<file path="src/rtl/pxgain_steer.sv">
module pxgain_steer #(
  parameter int CODE_W = 6
) (
  input  logic              clk,
  input  logic              rst_n,
  input  logic              pix_en,
  input  logic              hsync,
  input  logic              vsync,
  input  logic              field_mode,
  input  logic [CODE_W-1:0] gain0,
  input  logic [CODE_W-1:0] gain1,
  input  logic [CODE_W-1:0] gain2,
  input  logic [CODE_W-1:0] gain3,
  output logic [CODE_W-1:0] gain_out
);
  logic [CODE_W-1:0] sh0, sh1, sh2, sh3, pick;
  logic ph, lp, fld, sync, pair;

  assign sync = hsync | vsync;
  assign pair = field_mode ? fld : lp;

  always_comb
    case ({pair, ph})
      2'b00:   pick = sh0;
      2'b01:   pick = sh1;
      2'b10:   pick = sh2;
      default: pick = sh3;
    endcase

  always_ff @(posedge clk) begin
    if (!rst_n) begin
      sh0 <= '0; sh1 <= '0; sh2 <= '0; sh3 <= '0;
      ph <= 1'b0; lp <= 1'b0; fld <= 1'b1;
      gain_out <= '0;
    end else begin
      if (sync) begin
        sh0 <= gain0; sh1 <= gain1; sh2 <= gain2; sh3 <= gain3;
        ph <= 1'b0;
      end else if (pix_en) begin
        ph <= ~ph;
        gain_out <= pick;
      end
      if (vsync) begin
        lp  <= 1'b0;
        fld <= ~fld;
      end else if (hsync) begin
        lp <= ~lp;
      end
    end
  end
endmodule


</file>
<file path="config.mk">
export PLATFORM = sky130hd
export DESIGN_NAME = pxgain_steer
export DESIGN_NICKNAME = d
export VERILOG_FILES = /design/src/rtl/pxgain_steer.sv
export SDC_FILE = /design/constraint.sdc
export NUM_CORES = 1
export LEC_CHECK = 0
export BUFFER_PORTS_ARGS = -buffer_cell sky130_fd_sc_hd__buf_2
export CORE_UTILIZATION = 55
export DETAILED_ROUTE_END_ITERATION = 10
export GPL_TIMING_DRIVEN = 1
export HOLD_SLACK_MARGIN = 0.03
export PLACE_DENSITY = 0.88
export SLEW_MARGIN = 20
export SYNTH_ARGS = -nofsm -noshare
export SYNTH_HDL_FRONTEND = slang
export SYNTH_SLANG_ARGS = --single-unit
</file>
<file path="constraint.sdc">
create_clock -name clk -period 3.7 [get_ports clk]
set_clock_uncertainty 0.1 [all_clocks]
set_input_delay 0.555 -clock clk [delete_from_list [all_inputs] [get_ports clk]]
set_output_delay 0.555 -clock clk [all_outputs]
set_load 0.02 [all_outputs]
</file>
==> impl_metrics.csv, run 1 <==
group,metric,value,unit
run_status,status,"complete, no violations",
logic_synthesis,postSynthAreaPerCell,8.59,um2
global_route,grtUsageTotal,24.0,%
global_route,use_met1,26.6,%
logic_synthesis,synth_ff_type,"dfxtp_1",
floorplan,die-area,2770,um2
timing,setup_viol,0,
critical_path,criticalPathCategory,"in2reg",
logic_synthesis,async_flop_share,0,%
logic_synthesis,syn_area,1410,um2
route,wl_per_cell,12.7,um
floorplan,num_rows,17,
global_route,gr-usage-met2,40.1,%
floorplan,pin_count,36,
global_route,grt_first_pass_wirelength,4700,um
timing,layout_setup_ws,1930,ps
logic_synthesis,synth_most_common_cell,"nand2_1",
cells_and_area,fin_cells,225,
timing,fmax,565,MHz
placed_design,portBuffers,35,
clock_network,tritoncts,"yes",
route,drtIter0Drc,13,
critical_path,critical_path_required,3810,ps
logic_synthesis,synthTopCellsByCount,"57 x nand2_1, 33 x dfxtp_1, 26 x a21boi_0",
logic_synthesis,ys_types,22,
critical_path,path_max_fanout,13,
clock_network,numCtsBuffers,5,
critical_path,start_kind,"primary input",
route,viasPerCell,5.33,
power,peakVddDrop,0.321,mV
timing,period_minus_slack,1770,ps
route,num_vias,1199,
timing,tightest_slew,613,ps
logic_synthesis,synthTopCellsByArea,"dfxtp_1 47%, nand2_1 15%, a21boi_0 14%",
logic_synthesis,yosysWarnings,0,
logic_synthesis,yosys.area.top_type,"dfxtp_1",
clock_network,cts_setup_buffers,0,
cells_and_area,area.growth.synth_to_final,16.0,%
logic_synthesis,synth_edf_count,0,
clock_network,h-tree-depth,2,
critical_path,arrival,1880,ps
route,drc,0,
clock_network,cts.path.max_buffers,2,
floorplan,start_util,60.8,%
timing,fin_crit_sh,47.8,%
cells_and_area,drive_gt1_share,25.9,%
cells_and_area,n_antenna_cell,0,
clock_network,cts-resized-gates,0,
global_route,grt_max_degree,31,
placed_design,routabilityCongestion,0.846,
global_route,grtUsageMet3,9.28,%
floorplan,die_w,52.6,um
job,maxCapViolCount,0,
power,powerDensity,423,nW/um2
logic_synthesis,synth_nets,194,
clock_network,cts.sinks,33,
global_route,overflow,0,
cells_and_area,fin_nets,226,
clock_network,clk_pin_slew,100,ps
placed_design,dp_slack,1610,ps
global_route,grt_pass1_vias,1123,
power,p_leak,0.742,nW
timing,maxSlewViolCount,0,
timing,finalHoldViolCount,0,
route,routed_wl,2850,um
logic_synthesis,yosysSeqAreaShare,46.9,%
global_route,grt.busiest_layer,"met2",
route,drt_pre_antenna_iters,4,
critical_path,crit_path_end_kind,"flop",
placed_design,place_hpwl,2070,um
logic_synthesis,synth_seq_cells,33,
floorplan,die_h,52.6,um
global_route,antenna_found_initial,0,
timing,final.setup.tns,0,ps
placed_design,placedCellCount,217,
logic_synthesis,syn_inst,164,
timing,rsz0062_at_grt,"false",
clock_network,clk_latency,320,ps
clock_network,cts_root_buffer,"clkbuf_4",
logic_synthesis,synthDominantCellAreaShare,46.9,%
route,ant_nets,0,
clock_network,hold_buffers,0,
floorplan,core_area,2320,um2
timing,relSlewSlack,58.8,%
hold_path,min_path_type,"in2reg",
## metal layers
layer,wire length (um),part of all wire (%),up-vias
li1,-,-,605
met1,1270,45,557
met2,1420,50,33
met3,119,4.2,4
met4,38,1.3,0
met5,0,0,-
## sequential cells by signal, summed over array words and instances (netlist names)
signal and flops:
fld 1, sh0 6, gain_out 6, ph 1, sh1 6, lp 1, sh2 6, sh3 6
## where the power goes
group	switching [mW]	total, mW	internal (mW)
registers	0.0122	0.387	0.375
clock network	0.116	0.226	0.110
logic	0.0407	0.0776	0.0369
total	0.168	0.691	0.522
## worst max-delay path, cell delays in order
cell,delay [ps]
buf_2,90
mux2i_2,520
and2b_2,290
a211oi_1,300
o41ai_2,130
## logic make-up after synthesis
logic type | Yosys count | synth area share [%]
AO/OA/AOI/OAI | 36 | 20.2
XOR/XNOR | 3 | 1.87
buffers and inverters | 11 | 4.44
flip-flops | 33 | 46.9
multiplexers | 2 | 2.84
AND/OR/NAND/NOR | 79 | 23.8
## layout by cell type, fill, tap and decap left out
cell type   n
clkinv_2    1
xor2_1      1
mux4_1      1
or2b_4      1
buf_2      35
buf_4       1
nand3_1     2
o41ai_2     1
a211oi_1    5
clkbuf_8    2
xnor2_1     2
clkbuf_4    5
or2_2       1
a21boi_0   26
nor2b_1     2
dfxtp_1    33
nor3b_1     1
o41ai_1     4
and3_1      1
mux2i_2     1
and2b_2     3
nand2_1    57
nor2_1     11
## layout make-up
cell class	instances	area (um2)
Tap cell	28	35.0
Multi-Input combinational cell	120	686
Timing Repair Buffer	36	183
Clock inverter	1	5.00
Sequential cell	33	661
Clock buffer	7	65.1
Fill cell	197	684
## metrics by stage
| stage | utilization [%] | hold slack [ps] | total power [mW] | area (um2) |
|---|---|---|---|---|
| after detailed placement | 67.5 | 347 | 0.473 | 1560 |
| final | 70.5 | 342 | 0.691 | 1630 |
| after global routing | 70.5 | 328 | 0.727 | 1630 |
| after global placement | 67.5 | 330 | 0.468 | 1560 |
| after CTS | 70.5 | 334 | 0.696 | 1630 |
| after floorplan | - | 336 | 0.446 | 1410 |
## path summary, 6_finish.rpt
kind / from / endpoint / slack (ps) / cells past startpoint
worst max-delay path: field_mode / gain_out[4]$_SDFFE_PN0P_ / 1930 / 5
worst min-delay path: vsync / lp$_SDFFE_PP0P_ / 340 / 2
worst max register to register: lp$_SDFFE_PP0P_ / gain_out[4]$_SDFFE_PN0P_ / 1960 / 4
worst min register to register: gain_out[3]$_SDFFE_PN0P_ / gain_out[3]$_SDFFE_PN0P_ / 360 / 2
No activity file was read; power rests on OpenSTA's default activity.
==> run 2, diff against run 1 <==
--- a/config.mk
+++ b/config.mk
@@ -5,12 +5,13 @@
 export SDC_FILE = /design/constraint.sdc
 export NUM_CORES = 1
 export LEC_CHECK = 0
+export ABC_AREA = 1
 export BUFFER_PORTS_ARGS = -buffer_cell sky130_fd_sc_hd__buf_2
-export CORE_UTILIZATION = 55
+export CORE_UTILIZATION = 51
 export DETAILED_ROUTE_END_ITERATION = 10
 export GPL_TIMING_DRIVEN = 1
 export HOLD_SLACK_MARGIN = 0.03
-export PLACE_DENSITY = 0.88
+export PLACE_DENSITY = 0.83
 export SLEW_MARGIN = 20
 export SYNTH_ARGS = -nofsm -noshare
 export SYNTH_HDL_FRONTEND = slang
==> constraint.sdc (replaced) <==
create_clock -name clk -period 1.83 [get_ports clk]
set_clock_uncertainty 0.1 [all_clocks]
set_input_delay 0.2745 -clock clk [delete_from_list [all_inputs] [get_ports clk]]
set_output_delay 0.2745 -clock clk [all_outputs]
set_load 0.02 [all_outputs]
==> run 2 against run 1 <==
Non-clock buffer count stayed put. Largest power group unchanged. Highest routed layer unchanged. Core utilization is 6.3 points lower. Critical endpoint unchanged. First-iteration DRC count is 62% higher. Clock power is 78% higher.
==> impl_metrics.csv, run 2 <==
group,metric,value,unit
hold_path,min_path_type,"in2reg",
timing,finalHoldViolCount,0,
cells_and_area,layout.cells.most_common,"nor2_1",
timing,maxSlewViolCount,0,
cells_and_area,final_cell_mix,"38 x nor2_1, 35 x buf_2, 33 x dfxtp_1, 25 x o21ai_0, 19 x nand2_1",
clock_network,cts_root_buffer,"clkbuf_4",
critical_path,slowest_stage,"dfxtp_1",
timing,relSlewSlack,71.7,%
clock_network,h-tree-depth,2,
route,ant_nets,0,
critical_path,cp_cell_sequence,"nand2_2, nand2_4, nand3_1, nand3_1, nand2_1, a21oi_1",
global_route,grt_max_degree,30,
power,seqPwrFrac,57.0,%
critical_path,criticalPathCategory,"reg2reg",
logic_synthesis,synth_ff_type,"dfxtp_1",
floorplan,die_w,55.0,um
logic_synthesis,synthDominantCellAreaShare,46.0,%
route,num_vias,1265,
critical_path,cpLargestDelayFamily,"simple AND/OR/NAND/NOR gates",
route,drtIter0Drc,21,
power,pwr-share-clk,29.3,%
power,p_comb_share,13.7,%
global_route,grt_pass1_vias,1100,
clock_network,cts.sinks,33,
global_route,grtUsageMet3,6.56,%
critical_path,path_max_fanout,16,
global_route,grtUsageTotal,21.9,%
critical_path,start_kind,"flop",
critical_path,arrival,1470,ps
floorplan,pin_count,36,
floorplan,num_rows,18,
route,drc,0,
critical_path,slowest_delay,380,ps
power,switching_share,25.8,%
logic_synthesis,synth_nets,222,
critical_path,critical_path_required,1980,ps
route,routed_wl,2780,um
cells_and_area,drive_gt1_share,21.3,%
critical_path,reg2reg_depth,6,
floorplan,start_util,55.9,%
cells_and_area,n_antenna_cell,0,
hold_path,min_path_cells,2,
clock_network,hold_buffers,0,
clock_network,tritoncts,"yes",
global_route,grt.busiest_layer,"met2",
global_route,antenna_found_initial,0,
clock_network,cts-resized-gates,0,
clock_network,clk_latency,320,ps
floorplan,core_area,2570,um2
global_route,use_met1,27.2,%
critical_path,cp_common_cell,"nand3_1",
logic_synthesis,synthTopCellsByCount,"38 x nor2_1, 33 x dfxtp_1, 25 x o21ai_0",
placed_design,place_hpwl,2010,um
power,p_leak,0.783,nW
timing,period_minus_slack,1320,ps
route,viasPerCell,4.96,
clock_network,cts_setup_buffers,0,
floorplan,die-area,3030,um2
run_status,status,"complete, no violations",
global_route,grt_first_pass_wirelength,4610,um
timing,final.setup.tns,0,ps
clock_network,numCtsBuffers,5,
placed_design,portBuffers,35,
logic_synthesis,syn_inst,192,
global_route,gr-usage-met2,35.9,%
logic_synthesis,yosys.area.top_type,"dfxtp_1",
route,drt_pre_antenna_iters,4,
cells_and_area,fin_nets,255,
logic_synthesis,yosysSeqAreaShare,46.0,%
logic_synthesis,synth_most_common_cell,"nor2_1",
timing,setup_viol,0,
logic_synthesis,synthTopCellsByArea,"dfxtp_1 46%, nor2_1 9.9%, o21ai_0 8.7%",
clock_network,cts.path.max_buffers,2,
critical_path,cp.depth,6,
timing,layout_setup_ws,510,ps
placed_design,routabilityCongestion,0.772,
timing,fmax,758,MHz
global_route,overflow,0,
timing,rsz0062_at_grt,"false",
power,p_int,1.02,mW
power,peakVddDrop,0.558,mV
power,p_sw,356,uW
logic_synthesis,synth_seq_cells,33,
logic_synthesis,ys_types,22,
logic_synthesis,synth_edf_count,0,
job,maxCapViolCount,0,
route,wl_per_cell,10.9,um
cells_and_area,area.growth.synth_to_final,14.7,%
power,powerDensity,837,nW/um2
clock_network,clk_pin_slew,90,ps
placed_design,dp_slack,281,ps
logic_synthesis,yosysWarnings,0,
floorplan,die_h,55.0,um
logic_synthesis,syn_area,1440,um2
logic_synthesis,postSynthAreaPerCell,7.47,um2
critical_path,crit_path_end_kind,"flop",
timing,fin_crit_sh,72.1,%
logic_synthesis,async_flop_share,0,%
critical_path,path_buf_inv,0,
cells_and_area,fill_cells,259,
timing,tightest_slew,423,ps
[run 2: changes by cell type in the layout (fill, tap and decap cells not counted), sizes merged, moves of 3 or more]
cell,previous run,this run
nor2,11,39
inv,0,17
nand2,57,22
and2b,3,0
nand4,0,8
a21boi,26,0
o41ai,5,0
a21oi,0,11
o21bai,0,4
a211oi,5,0
nand3,2,15
o21ai,0,26
[run 2: per-layer routing]
metal  vias up  part of all wire (%)
li1        692                     -
met1       546                    48
met2        23                    47
met3         4                   3.0
met4         0                   1.2
met5         -                     0
[run 2: cell type report]
cell class | instances | area (um2) | share of cell area [%]
sequential | 33 | 661 | 40.1
multi-input combinational | 132 | 647 | 39.3
timing repair buffer | 36 | 183 | 11.1
inverter | 17 | 63.8 | 3.88
clock buffer | 7 | 55.1 | 3.34
tap | 30 | 37.5 | 2.28
[run 2: final timing paths]
check | end | start | slack (ps)
max | gain_out[4]$_SDFFE_PN0P_ | fld$_SDFFE_PN1P_ | 510
min | lp$_SDFFE_PP0P_ | vsync | 50
max reg2reg | gain_out[4]$_SDFFE_PN0P_ | fld$_SDFFE_PN1P_ | 510
min reg2reg | sh3[2]$_SDFFE_PN0P_ | sh3[2]$_SDFFE_PN0P_ | 360
[run 2: kinds of logic after synthesis]
group | after synthesis | share of synthesized area (%)
AND/OR/NAND/NOR | 88 | 28.2
buffers and inverters | 27 | 8.89
flip-flops | 33 | 46.0
XOR/XNOR | 3 | 1.83
AO/OA/AOI/OAI | 41 | 15.0
[run 2: worst reg2reg max path, delay by kind of cell (launching register included)]
| kind | cells | cell delay [ps] |
|---|---|---|
| and+or+nand+nor | 5 | 650 |
| DFF | 1 | 380 |
| AOI/OAI and AO/OA | 1 | 120 |
[run 2: per-stage QoR]
step                      power (mW)  area [um2]  utilization [%]  instances  hold slack, ps
after floorplan                0.935        1440                -        192             252
after global placement         0.988        1590             62.0        248             346
after detailed placement       0.992        1590             62.0        248             348
after CTS                       1.38        1650             64.1        255            48.2
after global routing            1.46        1650             64.1        255            46.2
final                           1.38        1650             64.1        255            46.1
[run 2: power by group through the flow]
stage | clock network, mW | logic [mW] | registers [mW]
finish | 0.403 | 0.189 | 0.786
global route | 0.452 | 0.217 | 0.792
CTS | 0.409 | 0.190 | 0.785
detailed placement | 0 | 0.189 | 0.802
global placement | 0 | 0.187 | 0.801
floorplan | 0 | 0.134 | 0.801
==> run 3, diff against run 2 <==
--- a/config.mk
+++ b/config.mk
@@ -7,11 +7,11 @@
 export LEC_CHECK = 0
 export ABC_AREA = 1
 export BUFFER_PORTS_ARGS = -buffer_cell sky130_fd_sc_hd__buf_2
-export CORE_UTILIZATION = 51
+export CORE_UTILIZATION = 46
 export DETAILED_ROUTE_END_ITERATION = 10
 export GPL_TIMING_DRIVEN = 1
 export HOLD_SLACK_MARGIN = 0.03
-export PLACE_DENSITY = 0.83
+export PLACE_DENSITY = 0.79
 export SLEW_MARGIN = 20
 export SYNTH_ARGS = -nofsm -noshare
 export SYNTH_HDL_FRONTEND = slang
==> constraint.sdc (replaced) <==
create_clock -name clk -period 1.1 [get_ports clk]
set_clock_uncertainty 0.1 [all_clocks]
set_input_delay 0.165 -clock clk [delete_from_list [all_inputs] [get_ports clk]]
set_output_delay 0.165 -clock clk [all_outputs]
set_load 0.02 [all_outputs]
==> run 3 against run 2 <==
The flow now finishes with violations (DRC, setup timing). Global-route usage rose by 1.7 points. Die area rose by 10%. Final cell count rose by 15%. Combinational power rose by 140%. Total power rose by 79%. Critical endpoint is now gain_out[5]$_SDFFE_PN0P_.
==> impl_metrics.csv, run 3 (same netlist as run 2, synthesis figures left out) <==
group,metric,value,unit
clock_network,h-tree-depth,2,
clock_network,numCtsBuffers,5,
critical_path,start_kind,"flop",
critical_path,crit_path_end_kind,"flop",
run_status,violations,"DRC, setup timing",
timing,relSlewSlack,81.1,%
clock_network,cts.path.max_buffers,2,
route,ant_nets,0,
timing,maxSlewViolCount,0,
cells_and_area,area.growth.synth_to_final,45.9,%
critical_path,path_max_fanout,16,
floorplan,die_h,57.9,um
route,routed_wl,3560,um
critical_path,critical_path_required,1220,ps
route,num_vias,1503,
timing,layout_setup_ws,-65.5,ps
floorplan,start_util,50.3,%
global_route,antenna_found_initial,0,
placed_design,portBuffers,35,
cells_and_area,fin_nets,292,
critical_path,criticalPathCategory,"reg2reg",
clock_network,clk_latency,330,ps
power,powerDensity,1180,nW/um2
floorplan,pin_count,36,
floorplan,core_area,2850,um2
global_route,overflow,0,
timing,period_minus_slack,1170,ps
global_route,grt_max_degree,21,
timing,hold_slack,30.4,ps
clock_network,tritoncts,"yes",
timing,setup_viol,6,
power,peakVddDrop,0.944,mV
floorplan,die-area,3350,um2
cells_and_area,drive_gt1_share,26.7,%
timing,tightest_slew,283,ps
cells_and_area,register_area,671,um2
placed_design,place_hpwl,2240,um
run_status,status,"finished with violations",
global_route,grt_first_pass_wirelength,5950,um
critical_path,r2r_slack,-70,ps
hold_path,min_path_type,"in2reg",
clock_network,clk_pin_slew,100,ps
cells_and_area,fill_cells,218,
cells_and_area,fin_util,73.4,%
route,wl_per_cell,12.1,um
route,drc,2,
floorplan,die_w,57.9,um
global_route,grt_pass1_vias,1385,
timing,fin_crit_sh,106,%
timing,finalHoldViolCount,0,
job,maxCapViolCount,0,
placed_design,routabilityCongestion,0.838,
route,viasPerCell,5.13,
timing,rsz0062_at_grt,"true",
timing,final.setup.tns,-171,ps
cells_and_area,multi_input_area,668,um2
route,drt_pre_antenna_iters,7,
power,p_leak,0.972,nW
route,drtIter0Drc,73,
clock_network,cts.sinks,33,
cells_and_area,n_antenna_cell,0,
cells_and_area,layout.cells.most_common,"nor2_1",
global_route,grtUsageTotal,23.6,%
floorplan,num_rows,19,
cells_and_area,final_cell_mix,"38 x nor2_1, 29 x buf_2, 25 x o21ai_0, 25 x dfxtp_1, 25 x dlygate4sd3_1",
clock_network,cts_root_buffer,"clkbuf_4",
timing,fmax,858,MHz
critical_path,arrival,1290,ps
run 3: cell type report:
class / instances / share of cell area (%)
clock buffers: 7 / 2.63
inverters: 17 / 3.05
well taps: 31 / 1.85
flip-flops and latches: 33 / 32.0
repair buffers: 73 / 28.6
multi-input cells: 132 / 31.9
run 3: worst max-delay path: stages, from the launching register on:
cell      delay (ps)
dfxtp_2          350
nand2_4          100
nand2_8           90
o21bai_1         140
nand3_1          110
nand2_1          110
a21oi_2           60
run 3: final timing paths:
check                            from                       end  depth (start not counted)
setup reg to reg     fld$_SDFFE_PN1P_  gain_out[5]$_SDFFE_PN0P_                          6
hold / removal                 pix_en           ph$_SDFFE_PP0P_                          3
hold reg to reg   sh3[2]$_SDFFE_PN0P_       sh3[2]$_SDFFE_PN0P_                          2
setup / recovery     fld$_SDFFE_PN1P_  gain_out[5]$_SDFFE_PN0P_                          6
run 3: timing repair:
| action | in CTS | in global routing |
|---|---|---|
| setup endpoints to repair | 9 | 12 |
| hold buffers | 25 | 0 |
| setup buffers | 0 | 1 |
| gates resized for setup | 4 | 17 |
| pin swaps | 0 | 2 |
| endpoints found under the hold margin | 25 | 0 |
run 3: stage by stage:
step	area [um2]	power, mW	instances	setup slack [ps]
4_1_cts	2040	2.44	292	-40.1
2_1_floorplan	1440	1.56	192	-26.0
5_1_grt	2090	2.60	293	-102
3_3_place_gp	1720	1.70	260	-74.5
6_report	2090	2.46	293	-65.5
3_5_place_dp	1720	1.70	260	-93.8
run 3: routing by layer:
| layer | wire, um | track usage [%] | vias to the layer above | part of all wire (%) |
|---|---|---|---|---|
| met1 | 1630 | 30.6 | 681 | 46 |
| li1 | - | - | 769 | - |
| met2 | 1680 | 36.8 | 47 | 47 |
| met5 | 0 | 0 | - | 0 |
| met3 | 177 | 6.92 | 6 | 5.0 |
| met4 | 73 | 10.2 | 0 | 2.1 |
run 3: power breakdown:
group	switching, mW	internal [mW]	total [mW]
registers	0.0387	1.27	1.31
logic	0.222	0.238	0.460
clock network	0.388	0.301	0.689
total	0.649	1.81	2.46
